===== config.mk =====
export PLATFORM = sky130hd
export DESIGN_NAME = fxo_narrow
export DESIGN_NICKNAME = d
export VERILOG_FILES = /design/src/rtl/fxo_pkg.sv /design/src/rtl/fxo_ovf_detect.sv /design/src/rtl/fxo_signed_map.sv /design/src/rtl/fxo_unsigned_map.sv /design/src/rtl/fxo_narrow.sv
export SDC_FILE = /design/constraint.sdc
export NUM_CORES = 1
export LEC_CHECK = 0
export ABC_AREA = 1
export BUFFER_PORTS_ARGS = -buffer_cell sky130_fd_sc_hd__buf_4
export CAP_MARGIN = 20
export CELL_PAD_IN_SITES_DETAIL_PLACEMENT = 0
export CELL_PAD_IN_SITES_GLOBAL_PLACEMENT = 1
export CORE_MARGIN = 2
export CORE_UTILIZATION = 37
export CTS_CLUSTER_DIAMETER = 200
export DETAILED_ROUTE_END_ITERATION = 6
export PLACE_DENSITY = 0.86
export SLEW_MARGIN = 20
export SYNTH_ARGS = -nofsm -noshare
export SYNTH_HDL_FRONTEND = slang
export SYNTH_SLANG_ARGS = --single-unit

===== constraint.sdc =====
create_clock -name clk -period 0.8 [get_ports clk]
set_clock_uncertainty 0.1 [all_clocks]
set_input_delay 0.08 -clock clk [delete_from_list [all_inputs] [get_ports clk]]
set_output_delay 0.08 -clock clk [all_outputs]
set_load 0.01 [all_outputs]

===== src/rtl/fxo_pkg.sv =====
package fxo_pkg;

  typedef enum logic [2:0] {
    OVF_SAT    = 3'd0,
    OVF_ZERO   = 3'd1,
    OVF_SYM    = 3'd2,
    OVF_WRAP   = 3'd3,
    OVF_SMWRAP = 3'd4
  } ovf_mode_e;

  function automatic ovf_mode_e decode_mode(input logic [2:0] code);
    case (code)
      3'd1:    decode_mode = OVF_ZERO;
      3'd2:    decode_mode = OVF_SYM;
      3'd3:    decode_mode = OVF_WRAP;
      3'd4:    decode_mode = OVF_SMWRAP;
      default: decode_mode = OVF_SAT;
    endcase
  endfunction

endpackage


===== src/rtl/fxo_ovf_detect.sv =====
module fxo_ovf_detect #(
  parameter int IN_W  = 12,
  parameter int OUT_W = 6
) (
  input  logic [IN_W-1:0] din,
  input  logic            is_signed,
  output logic            ovf
);
  localparam int REM_W = IN_W - OUT_W;

  logic [REM_W-1:0] removed;
  logic             sign_ext_bad;
  logic             any_set;

  always_comb begin
    removed      = din[IN_W-1:OUT_W];
    any_set      = |removed;
    sign_ext_bad = (removed != {REM_W{din[OUT_W-1]}});
    ovf          = is_signed ? sign_ext_bad : any_set;
  end

endmodule


===== src/rtl/fxo_signed_map.sv =====
module fxo_signed_map
  import fxo_pkg::*;
#(
  parameter int IN_W  = 12,
  parameter int OUT_W = 6,
  parameter int NB_W  = 3
) (
  input  logic [IN_W-1:0]  din,
  input  ovf_mode_e        mode,
  input  logic [NB_W-1:0]  n_eff,
  output logic [OUT_W-1:0] dout
);
  logic             sd;
  logic             ld;
  logic             sro;
  logic             lno;
  logic             top;
  logic [OUT_W-1:0] sat_v;
  int               n;

  always_comb begin
    sd    = din[IN_W-1];
    ld    = din[OUT_W];
    sro   = din[OUT_W-1];
    n     = int'(n_eff);
    lno   = 1'b0;
    for (int j = 0; j < OUT_W; j++) begin
      if (j == OUT_W - n) lno = din[j];
    end
    top   = (n == 0) ? ld : sd;
    sat_v = {sd, {(OUT_W-1){~sd}}};
    dout  = sat_v;
    case (mode)
      OVF_ZERO: dout = '0;
      OVF_SYM: begin
        dout    = sat_v;
        dout[0] = 1'b1;
      end
      OVF_WRAP: begin
        for (int i = 0; i < OUT_W; i++) begin
          if (n == 0)                dout[i] = din[i];
          else if (OUT_W-1-i == 0)   dout[i] = sd;
          else if (OUT_W-1-i < n)    dout[i] = ~sd;
          else                       dout[i] = din[i];
        end
      end
      OVF_SMWRAP: begin
        for (int i = 0; i < OUT_W; i++) begin
          if (OUT_W-1-i == 0)        dout[i] = top;
          else if (n <= 1)           dout[i] = din[i] ^ sro ^ top;
          else if (OUT_W-1-i < n)    dout[i] = ~sd;
          else                       dout[i] = din[i] ^ lno ^ ~sd;
        end
      end
      default: dout = sat_v;
    endcase
  end

endmodule


===== src/rtl/fxo_unsigned_map.sv =====
module fxo_unsigned_map
  import fxo_pkg::*;
#(
  parameter int IN_W  = 12,
  parameter int OUT_W = 6,
  parameter int NB_W  = 3
) (
  input  logic [IN_W-1:0]  din,
  input  ovf_mode_e        mode,
  input  logic [NB_W-1:0]  n_eff,
  output logic [OUT_W-1:0] dout
);
  int n;

  always_comb begin
    n    = int'(n_eff);
    dout = '1;
    case (mode)
      OVF_ZERO: dout = '0;
      OVF_WRAP, OVF_SMWRAP: begin
        for (int i = 0; i < OUT_W; i++) begin
          dout[i] = (OUT_W-1-i < n) ? 1'b1 : din[i];
        end
      end
      default: dout = '1;
    endcase
  end

endmodule


===== src/rtl/fxo_narrow.sv =====
module fxo_narrow
  import fxo_pkg::*;
#(
  parameter int IN_W  = 12,
  parameter int OUT_W = 6,
  parameter int NB_W  = $clog2(OUT_W + 1)
) (
  input  logic             clk,
  input  logic             rst_n,
  input  logic             valid_i,
  input  logic             signed_i,
  input  logic [2:0]       mode_i,
  input  logic [NB_W-1:0]  nbits_i,
  input  logic [IN_W-1:0]  din_i,
  output logic             valid_o,
  output logic [OUT_W-1:0] dout_o,
  output logic             ovf_o,
  output logic             ovf_seen_o
);
  localparam logic [NB_W-1:0] N_MAX = NB_W'(OUT_W);

  logic             rst_s1_q, rst_q_n;
  ovf_mode_e        mode_c;
  logic [NB_W-1:0]  n_eff;
  logic             ovf_c;
  logic [OUT_W-1:0] smap, umap, res_c;

  logic             vld_d, vld_q;
  logic [OUT_W-1:0] res_d, res_q;
  logic             ovf_d, ovf_q;
  logic             seen_d, seen_q;

  // reset: asynchronous assert, synchronous release
  always_ff @(posedge clk or negedge rst_n) begin
    if (!rst_n) begin
      rst_s1_q <= 1'b0;
      rst_q_n  <= 1'b0;
    end else begin
      rst_s1_q <= 1'b1;
      rst_q_n  <= rst_s1_q;
    end
  end

  always_comb begin
    mode_c = decode_mode(mode_i);
    n_eff  = (nbits_i > N_MAX) ? N_MAX : nbits_i;
  end

  fxo_ovf_detect #(.IN_W(IN_W), .OUT_W(OUT_W)) det_i (
    .din(din_i), .is_signed(signed_i), .ovf(ovf_c)
  );

  fxo_signed_map #(.IN_W(IN_W), .OUT_W(OUT_W), .NB_W(NB_W)) smap_i (
    .din(din_i), .mode(mode_c), .n_eff(n_eff), .dout(smap)
  );

  fxo_unsigned_map #(.IN_W(IN_W), .OUT_W(OUT_W), .NB_W(NB_W)) umap_i (
    .din(din_i), .mode(mode_c), .n_eff(n_eff), .dout(umap)
  );

  always_comb begin
    res_c  = ovf_c ? (signed_i ? smap : umap) : din_i[OUT_W-1:0];
    vld_d  = valid_i;
    res_d  = valid_i ? res_c : res_q;
    ovf_d  = valid_i ? ovf_c : ovf_q;
    seen_d = seen_q | (valid_i & ovf_c);
  end

  always_ff @(posedge clk or negedge rst_q_n) begin
    if (!rst_q_n) begin
      vld_q  <= 1'b0;
      res_q  <= '0;
      ovf_q  <= 1'b0;
      seen_q <= 1'b0;
    end else begin
      vld_q  <= vld_d;
      res_q  <= res_d;
      ovf_q  <= ovf_d;
      seen_q <= seen_d;
    end
  end

  assign valid_o    = vld_q;
  assign dout_o     = res_q;
  assign ovf_o      = ovf_q;
  assign ovf_seen_o = seen_q;


  valid_pipe_chk: assert property (@(posedge clk) disable iff (!rst_q_n)
    valid_i |=> valid_o);


  hold_chk: assert property (@(posedge clk) disable iff (!rst_q_n)
    !valid_i |=> ($stable(dout_o) && $stable(ovf_o) && !valid_o));


  sticky_chk: assert property (@(posedge clk) disable iff (!rst_q_n)
    ovf_seen_o |=> ovf_seen_o);


  seen_cover_chk: assert property (@(posedge clk) disable iff (!rst_q_n)
    ovf_o |-> ovf_seen_o);


  no_overflow_chk: assert property (@(posedge clk) disable iff (!rst_q_n)
    (valid_o && !ovf_o) |-> (dout_o == $past(din_i[OUT_W-1:0])));


  zero_mode_chk: assert property (@(posedge clk) disable iff (!rst_q_n)
    (valid_o && ovf_o && ($past(mode_i) == 3'd1)) |-> (dout_o == '0));

endmodule


## Yosys cells after proc, flatten, opt, wreduce, memory -nomap -nowiden

Cells that the tools add are included.

| storage, ports and cells | value |
|---|---|
| register bits | 11 |
| latch bits | 0 |
| memory bits (writable) | 0 |
| memory bits (read-only) | 0 |
| bits of input ports | 22 |
| output and inout port bits | 9 |
| word-level logic and storage cells | 97 |
| memories kept | 0 |

| operators by class | value |
|---|---|
| add/subtract/negate cells | 1 |
| multiply operators | 0 |
| div/mod/pow operators | 0 |
| order comparisons | 8 |
| equality and inequality tests | 14 |
| shift operators | 0 |
| muxes and demuxes | 41 |
| bitwise logic cells | 23 |
| reductions and logical operators | 4 |

Operators by type and width:

| operator | count |
|---|---|
| == test 3 x 32 -> 1 bit, first input constant | 2 |
| == test 4 x 32 -> 1 bit, first input constant | 2 |
| two-way mux 1 bit | 35 |
| == test 2 x 32 -> 1 bit, first input constant | 1 |
| zero test 32 bit | 1 |
| case mux 6 bit (4 select lines) | 1 |
| XOR 1 bit | 20 |
| == test 3 x 2 -> 1 bit, second input constant | 4 |
| two-way mux 6 bit | 2 |
| case mux 3 bit (4 select lines) | 1 |
| case mux 6 bit (2 select lines) | 1 |
| == test 3 x 1 -> 1 bit, second input constant | 2 |
| == test 3 bit, second input constant | 2 |
| < comparator 1 x 3 -> 1 bit, first input constant | 2 |
| < comparator 2 x 3 -> 1 bit, first input constant | 2 |
| < comparator 3 bit, first input constant | 2 |
| inequality test 6 bit | 1 |
| OR reduction 6 bit | 1 |
| subtractor 3 x 3 -> 4 bit, first input constant | 1 |
| greater-than comparator 3 bit, second input constant | 1 |
| less-or-equal comparator 3 x 1 -> 1 bit, second input constant | 1 |
| zero test 3 bit | 1 |
| two-way mux 3 bit | 1 |
| OR reduction 2 bit | 1 |
| other kinds (3) | 3 |

## Depth between registers and ports, before layout

Gate-level depths: netlist of run 1.

| logic depth | value |
|---|---|
| depth in word-level cells | 17 |
| depth in mapped cells | 14 |
| depth with buffers taken out | 13 |

## Cells and area by module

Synthesis of run 1 repeated with hierarchy kept, for this count alone.

| second synthesis, totals | value |
|---|---|
| cells, all modules | 252 |
| area, all modules | 1,472.7 um2 |

By module, submodules not included:

| module | times used | cells an instance | area each (um2) | seq. area each (um2) |
|---|---|---|---|---|
| fxo_signed_map | 1 | 122 | 660.6 | 0.0 |
| fxo_narrow | 1 | 78 | 565.5 | 275.3 |
| fxo_unsigned_map | 1 | 34 | 178.9 | 0.0 |
| fxo_ovf_detect | 1 | 18 | 67.6 | 0.0 |

## Worst setup path before layout of run 1

OpenSTA, ideal clock, no wires.

| path | value |
|---|---|
| path kind | input-to-reg |
| start | in nbits_i[2] |
| end | reg res_q[4], in the netlist dout_o[4] |
| library setup time | 0.124 ns |
| arrival time | 1.152 ns |
| data required time | 0.576 ns |
| slack | -0.576 ns |
| stages | 11 |
| path buffers | 1 |
| path through | buf_4 > clkinv_2 > nand2_2 > o21ai_2 > nand2_2 > nand2_1 > nand2_1 > o21ai_0 > o211ai_1 > nand2_1 > a21oi_1 |

| between the ends | value |
|---|---|
| word-level cells in the longest chain between the ends | 17 |
| elaborated cells on any way between the ends | 31 |
| those cells by class | 1 x add/sub; 3 x order compare; 5 x eq/ne; 17 x mux; 3 x bitwise; 2 x reduce/logical |

Ends and longest elaborated chain:

| item | RTL line | source |
|---|---|---|
| from (decl) | fxo_narrow.sv:13 | `input logic [NB_W-1:0] nbits_i,` |
| greater-than comparator 3 bit | fxo_narrow.sv:46 | `n_eff = (nbits_i > N_MAX) ? N_MAX : nbits_i;` |
| two-way mux 3 bit * | fxo_narrow.sv:46 |  |
| subtractor 3 x 3 -> 4 bit | fxo_signed_map.sv:28 | `if (j == OUT_W - n) lno = din[j];` |
| zero test 32 bit | fxo_signed_map.sv:28 |  |
| two-way mux 1 bit (6 in series) | fxo_signed_map.sv:28 |  |
| XOR 1 bit (2 in series) | fxo_signed_map.sv:52 | `else dout[i] = din[i] ^ lno ^ ~sd;` |
| two-way mux 1 bit | fxo_signed_map.sv:51 | `else if (OUT_W-1-i < n) dout[i] = ~sd;` |
| two-way mux 1 bit | fxo_signed_map.sv:50 | `else if (n <= 1) dout[i] = din[i] ^ sro ^ top;` |
| case mux 6 bit (4 select lines) | fxo_signed_map.sv:33 | `case (mode)` |
| two-way mux 6 bit * (2 in series) | fxo_narrow.sv:62 | `res_c = ovf_c ? (signed_i ? smap : umap) : din_i[OUT_W-1:0];` |
| to (signal assigned) | fxo_narrow.sv:77 | `res_q <= res_d;` |
| to (decl) | fxo_narrow.sv:29 | `logic [OUT_W-1:0] res_d, res_q;` |

Mark *: on every way between the ends. The rest lies on a longest branch, timed or not.
A chain may end at the register's enable or synchronous reset.

## Worst setup path in the final report of run 1

| path | value |
|---|---|
| start | in nbits_i[1] |
| end | reg res_q[3], in the netlist dout_o[3] |

The elaborated chain is that of the path after synthesis.

==> results of run 1 <==
## stage by stage
step	instances	setup WS (ns)	hold slack [ns]	total power (W)
floorplan	213	-0.467	-0.316	0.00113
global placement	322	-0.680	-0.238	0.00154
detailed placement	322	-0.715	-0.237	0.00155
CTS	337	-0.317	-0.0240	0.00210
global route	339	-0.432	-0.0313	0.00231
finish	339	-0.305	-0.0277	0.00215
## Yosys cell counts (all sizes together)
master	count	area [um^2]
nand3	28	140
clkinv	1	5.00
o22ai	1	6.26
nor4	1	6.26
buf	5	30.0
nor2	25	104
xor2	4	35.0
conb	1	3.75
a31oi	4	25.0
nand3b	3	22.5
o211ai	3	22.5
nor3	1	5.00
nand2	67	262
or2	1	6.26
a21oi	15	75.1
nand4	4	25.0
o21ai	8	43.8
inv	30	113
dfrtp	11	275
## cell usage in the layout, fill, tap and decap left out, drive strengths merged, types with 3 or more instances in the layout
cell / count
dfrtp: 11
xor2: 4
a31oi: 4
nand2: 67
nor2: 25
o211ai: 3
clkbuf: 4
a21oi: 15
inv: 30
nand3b: 3
o21ai: 8
nand4: 4
buf: 82
nand3: 28
## power breakdown
group / switching [W] / internal [W]
Sequential: 0.0000443 / 0.000610
Clock: 0.000206 / 0.000193
Combinational: 0.000537 / 0.000564
Total: 0.000787 / 0.00137
## flip-flops by register name (all words and copies together) (netlist names)
name / count
rst_q_n: 1
dout_o: 6
ovf_o: 1
valid_o: 1
ovf_seen_o: 1
rst_s1_q: 1
## area by class of cell
class	instances	area [um^2]
multi-input cells	166	946
repair buffers	83	721
clock buffers	4	26.3
fillers	279	918
well taps	44	55.1
flip-flops and latches	11	275
inverters	31	136
## per-layer routing
metal / vias up / part of all wire
met5: - / 0
met4: 0 / 0.023
met3: 10 / 0.066
met2: 62 / 0.47
met1: 776 / 0.44
li1: 851 / -
## timing repair
action / CTS / global route
endpoints found under the setup margin: 17 / 17
pin swaps: 21 / 16
resized for setup: 41 / 18
hold endpoints to repair: 3 / 1
setup buffers: 10 / 2
## worst max-delay path, delay by kind of cell
family / cells / cell delay [ns]
AND/OR/NAND/NOR: 8 / 0.57
AO/OA/AOI/OAI: 2 / 0.30
buffers and inverters: 3 / 0.23
## cells by family after synthesis
| group | Yosys count | share of synthesized area |
|---|---|---|
| AOI/OAI and AO/OA | 31 | 0.143 |
| xor gates and xnor gates | 4 | 0.0291 |
| buffers and inverters | 36 | 0.123 |
| DFF | 11 | 0.228 |
| other | 1 | 0.00311 |
| and+or+nand+nor | 130 | 0.474 |
## how the worst max path moves through the flow
| stage | startpoint | endpoint | slack, ns | depth (start not counted) |
|---|---|---|---|---|
| 4_1_cts | nbits_i[0] | dout_o[2]$_DFFE_PN0P_ | -0.32 | 14 |
| 6_report | nbits_i[1] | dout_o[3]$_DFFE_PN0P_ | -0.31 | 13 |
| 2_1_floorplan | nbits_i[1] | dout_o[0]$_DFFE_PN0P_ | -0.47 | 13 |
| 3_5_place_dp | nbits_i[1] | dout_o[2]$_DFFE_PN0P_ | -0.71 | 14 |
| 5_1_grt | nbits_i[0] | dout_o[2]$_DFFE_PN0P_ | -0.43 | 14 |
| 3_3_place_gp | nbits_i[1] | dout_o[0]$_DFFE_PN0P_ | -0.68 | 13 |
==> flow_summary.yaml, run 1 <==
sta:
  finalSetupTns_ns: -3.35
  finalCriticalPeriod_ns: 1.11
  slew_viol_final: 0
  hold_slack_ns: -0.0277
  max_freq_ghz: 0.905
  setup_viol: 17
  rsz0062_at_grt: "yes"
  fin_ws_ns: -0.305
  period_share: 1.38
  final_hold_viol_count: 1
finish:
  post-route-util: 0.702
  nets: 318
  drive_above_1_share: 0.441
  area_growth_pct: 79.2
  finalInstanceArea_um2: 2160
  antenna_cells: 0
routing:
  wirelength_um: 4020
  via_count: 1699
  first_pass_iters: 4
  drc_errors: 0
  post_drt_wl_per_cell_um: 11.8
  initialDrtViolationCount: 100
  vias_per_cell: 5.01
  final_antenna_net_count: 0
critical_path:
  cp_slowest_cell: "o21ai_4"
  crit_chain: "buf_12, inv_8, nand2_8, o21ai_4, nand2_4, nand2_1, nand3_1, nand2_1, inv_1, nand3_1, nand3_1, nand2_1, a21oi_1"
  r2r_cells: 3
  r2r-start: "dout_o[5]$_DFFE_PN0P_"
  criticalPathCategory: "in2reg"
  slowest_delay_ns: 0.24
  worstPathMaxFanout: 7
  cp-end-kind: "flop"
  crit_required_ns: 0.87
  r2r_end: "dout_o[5]$_DFFE_PN0P_"
  rrSetupSlack_ns: -0.08
  critPathLaunchType: "input pin"
  cp.arrival_ns: 1.18
global_route:
  grt_max_degree: 10
  grt_pass1_wl_um: 6760
  grt_use_met2: 0.384
  grt_pass1_vias: 1533
  globalRouteMet1Util: 0.341
  grt_use_total: 0.241
  met3_usage: 0.0378
  grt_busiest_layer: "met2"
  gr-total-overflow: 0
  antenna_found_initial: 0
hold_path:
  hp-class: "in2reg"
  holdPathStages: 2
  worst_hold_path.endpoint: "valid_o$_DFF_PN0_"
  min-delay-start: "valid_i"
job:
  drv_cap: 0
status:
  violations: "hold timing, setup timing"
  status: "finished with violations"
synthesis:
  synth_nets: 235
  ys_seq_elements: 11
  syn_area_um2: 1200
  synth_cell_types: 26
  synth_seq_area_share: 0.228
  syn_inst: 213
  yosys_warnings: 0
  synth_area_per_cell_um2: 5.66
clock_tree:
  cts_tree: "yes"
  root_buffer: "clkbuf_4"
  clkLatencyLatePin_ns: 0.26
  clockBufferDepth: 2
  numCtsBuffers: 3
  hold_buffers: 1
  cts.clk_slew.worst_paths_ns: 0.08
  numClockSinks: 11
  htreeDepth: 1
die:
  coreArea_um2: 3080
  rows: 20
  dieArea_um2: 3730
  die_h_um: 61.1
  ioPinCount: 31
  initial_core_util: 0.391
  die_w_um: 61.1
power_and_ir_drop:
  peakVddDrop_v: 0.000977
  powerDensity_nw_per_um2: 997
  leakage_nw: 1.12
place:
  dp_hpwl_um: 3110
  numPortBuffers: 30
  place.gp.congestion: 0.907
  place_area_um2: 1830
Note: power is estimated with default switching activity, not from simulation.
==> run 2: changes to the inputs <==
--- a/config.mk
+++ b/config.mk
@@ -11,10 +11,12 @@
 export CELL_PAD_IN_SITES_DETAIL_PLACEMENT = 0
 export CELL_PAD_IN_SITES_GLOBAL_PLACEMENT = 1
 export CORE_MARGIN = 2
-export CORE_UTILIZATION = 37
+export CORE_UTILIZATION = 39
+export CTS_BUF_LIST = sky130_fd_sc_hd__clkbuf_8
 export CTS_CLUSTER_DIAMETER = 200
 export DETAILED_ROUTE_END_ITERATION = 6
-export PLACE_DENSITY = 0.86
+export MAX_ROUTING_LAYER = met4
+export PLACE_DENSITY = 0.9
 export SLEW_MARGIN = 20
 export SYNTH_ARGS = -nofsm -noshare
 export SYNTH_HDL_FRONTEND = slang
==> flow_summary.yaml, run 2 (synthesis gave the netlist of run 1 again) <==
critical_path:
  r2r_end: "dout_o[1]$_DFFE_PN0P_"
  rrSetupSlack_ns: -0.09
  r2r-start: "dout_o[1]$_DFFE_PN0P_"
  crit_required_ns: 0.83
  cp-end-kind: "flop"
  critPathLaunchType: "input pin"
  criticalPathCategory: "in2reg"
  critPathLaunch: "nbits_i[2]"
  crit_end: "dout_o[0]$_DFFE_PN0P_"
  r2r_cells: 3
  worstPathMaxFanout: 7
  cp.arrival_ns: 1.25
clock_tree:
  root_buffer: "clkbuf_8"
  htreeDepth: 1
  cts.clk_slew.worst_paths_ns: 0.05
  clockBufferDepth: 2
  numClockSinks: 11
  cts_tree: "yes"
  numCtsBuffers: 3
  clkLatencyLatePin_ns: 0.24
die:
  ioPinCount: 31
  coreArea_um2: 3000
  rows: 20
  die_w_um: 59.6
  dieArea_um2: 3550
  initial_core_util: 0.401
  die_h_um: 59.6
routing:
  top_layer: "met4"
  via_count: 1711
  final_antenna_net_count: 0
  m1WireLength_um: 1740
  wirelength_um: 4550
  first_pass_iters: 5
  drc_errors: 0
  post_drt_wl_per_cell_um: 14.2
  initialDrtViolationCount: 101
  route.met3.wl_um: 392
  routed-wl-met2_um: 2360
  vias_per_cell: 5.35
hold_path:
  hp-class: "in2reg"
global_route:
  grt_pass1_wl_um: 7180
  gr-total-overflow: 0
  grt_pass1_vias: 1612
  grt_max_degree: 10
  grt_use_total: 0.276
  antenna_found_initial: 0
sta:
  finalCriticalPeriod_ns: 1.23
  slew_viol_final: 0
  final_hold_viol_count: 0
  fin_ws_ns: -0.426
  max_freq_ghz: 0.816
  setup_viol: 17
  period_share: 1.53
  rsz0062_at_grt: "yes"
finish:
  nets: 310
  drive_above_1_share: 0.463
  post-route-util: 0.737
  final_cell_mix: "buf_4 (56), nand2_1 (46), inv_1 (25)"
  antenna_cells: 0
  mostFrequentLayoutCell: "buf_4"
  area_growth_pct: 83.6
  largest_reg_flops: 6
job:
  drv_cap: 0
place:
  dp_hpwl_um: 3080
  numPortBuffers: 30
  place.gp.congestion: 0.940
  post-place-ws_ns: -0.657
status:
  status: "finished with violations"
  violations: "setup timing"
power_and_ir_drop:
  power_w: 0.00237
  powerDensity_nw_per_um2: 1070
  peakVddDrop_v: 0.000858
  leakage_nw: 1.14
run 2: cell count changes in the layout (fill, tap and decap cells not counted), sizes merged:
cell / previous run / this run
clkbuf: 4 / 3
buf: 82 / 74
clkinv: 1 / 2
run 2: how the worst min path moves through the flow:
| stage | startpoint | end | depth (start not counted) |
|---|---|---|---|
| 6_report | valid_i | valid_o$_DFF_PN0_ | 2 |
| 5_1_grt | valid_i | valid_o$_DFF_PN0_ | 2 |
| 2_1_floorplan | rst_n | rst_q_n$_DFF_PN0_ | 0 |
| 4_1_cts | valid_i | valid_o$_DFF_PN0_ | 2 |
| 3_3_place_gp | rst_n | rst_q_n$_DFF_PN0_ | 1 |
| 3_5_place_dp | rst_n | rst_q_n$_DFF_PN0_ | 1 |
run 2: what timing repair did:
item | CTS | global route
gates cloned | 0 | 0
pin swaps | 27 | 18
endpoints found under the setup margin | 17 | 17
setup buffers | 6 | 2
hold buffers | 1 | 0
endpoints found under the hold margin | 2 | 0
gates resized for setup | 47 | 31
run 2: worst max-delay path, cell delays in order:
cell and delay [ns]:
buf_12 0.12, clkinv_8 0.06, nand2_8 0.06, o21ai_4 0.24, nand2_4 0.14, o21ai_2 0.08
nand3_1 0.09, nand2_1 0.07, inv_1 0.05, nand3_1 0.07, nand3_1 0.08, nand2_1 0.07
a21oi_1 0.05
run 2: report_power, final:
| part | total (W) | internal [W] | switching, W |
|---|---|---|---|
| Clock | 0.000548 | 0.000337 | 0.000211 |
| Combinational | 0.00116 | 0.000566 | 0.000594 |
| Sequential | 0.000658 | 0.000613 | 0.0000456 |
run 2: stage by stage:
stage / setup TNS [ns] / cell area (um^2) / hold WS (ns) / cells
after floorplan: -3.04 / 1290 / -0.316 / 213
after global placement: -4.44 / 1800 / -0.238 / 307
after detailed placement: -4.59 / 1800 / -0.236 / 307
after CTS: -3.29 / 2070 / 0.0132 / 318
after global routing: -4.67 / 2210 / 0.0191 / 320
final: -3.71 / 2210 / 0.0162 / 320
run 2: final cells by class:
cell class	count	area (um^2)
multi-input combinational	166	1020
fill	246	791
timing repair buffer	75	681
sequential	11	275
inverter	31	151
clock buffer	3	41.3
tap	33	41.3
clock inverter	1	3.75
run 2: metal layers:
metal,up-vias,track usage
li1,840,-
met1,776,0.353
met2,89,0.438
met3,6,0.0633
met4,0,0.0730
met5,-,-
==> run 3: changes to the inputs <==
--- a/config.mk
+++ b/config.mk
@@ -6,7 +6,7 @@
 export NUM_CORES = 1
 export LEC_CHECK = 0
 export ABC_AREA = 1
-export BUFFER_PORTS_ARGS = -buffer_cell sky130_fd_sc_hd__buf_4
+export BUFFER_PORTS_ARGS = -buffer_cell sky130_fd_sc_hd__buf_2
 export CAP_MARGIN = 20
 export CELL_PAD_IN_SITES_DETAIL_PLACEMENT = 0
 export CELL_PAD_IN_SITES_GLOBAL_PLACEMENT = 1
@@ -16,7 +16,7 @@
 export CTS_CLUSTER_DIAMETER = 200
 export DETAILED_ROUTE_END_ITERATION = 6
 export MAX_ROUTING_LAYER = met4
-export PLACE_DENSITY = 0.9
+export PLACE_DENSITY_LB_ADDON = 0.25
 export SLEW_MARGIN = 20
 export SYNTH_ARGS = -nofsm -noshare
 export SYNTH_HDL_FRONTEND = slang
==> flow_summary.yaml, run 3 (synthesis gave the netlist of run 1 again) <==
status:
  status: "finished with violations"
  violations: "setup timing"
critical_path:
  worstPathMaxFanout: 6
  r2r-start: "dout_o[4]$_DFFE_PN0P_"
  rrSetupSlack_ns: 0.05
  r2r_cells: 2
  crit_required_ns: 0.83
  cp-end-kind: "flop"
  criticalPathCategory: "in2reg"
  critPathLaunchType: "input pin"
  r2r_end: "dout_o[4]$_DFFE_PN0P_"
  cp.arrival_ns: 1.19
sta:
  fin_ws_ns: -0.358
  max_freq_ghz: 0.863
  final_hold_viol_count: 0
  setup_viol: 17
  finalCriticalPeriod_ns: 1.16
  slew_viol_final: 0
  period_share: 1.45
  rsz0062_at_grt: "yes"
power_and_ir_drop:
  power_w: 0.00223
  peakVddDrop_v: 0.000801
  leakage_nw: 1.07
  powerDensity_nw_per_um2: 1080
global_route:
  grt_max_degree: 10
  met3_usage: 0.0437
  globalRouteMet1Util: 0.332
  grt_use_met2: 0.399
  grt_pass1_vias: 1488
  grt_busiest_layer: "met2"
  antenna_found_initial: 0
  grt_pass1_wl_um: 6530
  grt_use_total: 0.251
  gr-total-overflow: 0
clock_tree:
  clkLatencyLatePin_ns: 0.25
  cts_tree: "yes"
  htreeDepth: 1
  root_buffer: "clkbuf_8"
  cts.clk_slew.worst_paths_ns: 0.05
  numCtsBuffers: 3
  numClockSinks: 11
  clockBufferDepth: 2
die:
  die_h_um: 59.6
  ioPinCount: 31
  dieArea_um2: 3550
  coreArea_um2: 3000
  die_w_um: 59.6
  initial_core_util: 0.401
  rows: 20
job:
  drv_cap: 0
finish:
  nets: 309
  area_growth_pct: 71.0
  final_cell_mix: "nand2_1 (50), buf_4 (40), nand3_1 (24)"
  drive_above_1_share: 0.441
  mostFrequentLayoutCell: "nand2_1"
  largest_reg_flops: 6
  antenna_cells: 0
place:
  dp_hpwl_um: 3140
  place.gp.congestion: 0.884
  post-place-ws_ns: -0.707
  numPortBuffers: 30
hold_path:
  hp-class: "in2async"
routing:
  wirelength_um: 4060
  final_antenna_net_count: 0
  vias_per_cell: 5.17
  via_count: 1648
  drc_errors: 0
  first_pass_iters: 4
  post_drt_wl_per_cell_um: 12.7
  initialDrtViolationCount: 59
==> run 3: layout make-up <==
cell class | count | area [um^2]
clock buffer | 3 | 41.3
clock inverter | 1 | 3.75
fill | 272 | 942
inverter | 31 | 141
multi-input combinational | 166 | 986
sequential | 11 | 275
tap | 33 | 41.3
timing repair buffer | 74 | 572
==> run 3: critical path: stages <==
cell	delay, ns
buf_12	0.11
o21ai_0	0.29
buf_4	0.20
nand2_1	0.07
buf_4	0.13
nand2_1	0.05
nand2_1	0.05
nand2_1	0.05
inv_1	0.04
nand2_2	0.06
a21oi_2	0.04
==> run 3: stage by stage <==
| step | cells | hold WS [ns] | instance area, um^2 | utilization | TNS (ns) |
|---|---|---|---|---|---|
| 6_report | 319 | 0.0385 | 2060 | 0.686 | -3.28 |
| 3_3_place_gp | 308 | -0.236 | 1730 | 0.575 | -4.82 |
| 5_1_grt | 319 | 0.0561 | 2060 | 0.686 | -4.15 |
| 2_1_floorplan | 213 | -0.316 | 1290 | - | -3.04 |
| 4_1_cts | 316 | 0.0234 | 1950 | 0.650 | -3.26 |
| 3_5_place_dp | 308 | -0.230 | 1730 | 0.575 | -4.88 |
==> run 3: per-layer routing <==
metal,vias to the layer above,routed length (um)
met5,-,0
met4,0,96
met3,8,228
met2,56,1930
met1,742,1810
li1,842,-
==> run 3: power by group <==
| part | switching (W) | leakage (nW) | internal, W |
|---|---|---|---|
| registers | 0.0000327 | 0.120 | 0.000612 |
| logic | 0.000555 | 0.925 | 0.000469 |
| clock network | 0.000227 | 0.0269 | 0.000338 |
| total | 0.000815 | 1.07 | 0.00142 |
==> run 3: timing repair <==
action,4_1_cts,5_1_grt
setup buffers,3,3
hold endpoints to repair,2,0
endpoints found under the setup margin,17,17
gates cloned,0,0
pin swaps,22,11
gates resized for setup,43,25
hold buffers,1,0
==> run 3: worst max-delay path by stage <==
stage	start	end	slack [ns]	cells after the start
finish	nbits_i[1]	dout_o[1]$_DFFE_PN0P_	-0.36	11
global route	nbits_i[2]	dout_o[0]$_DFFE_PN0P_	-0.45	14
CTS	nbits_i[0]	dout_o[3]$_DFFE_PN0P_	-0.33	12
detailed placement	nbits_i[2]	dout_o[2]$_DFFE_PN0P_	-0.71	13
global placement	nbits_i[0]	dout_o[1]$_DFFE_PN0P_	-0.70	14
floorplan	nbits_i[1]	dout_o[0]$_DFFE_PN0P_	-0.47	13
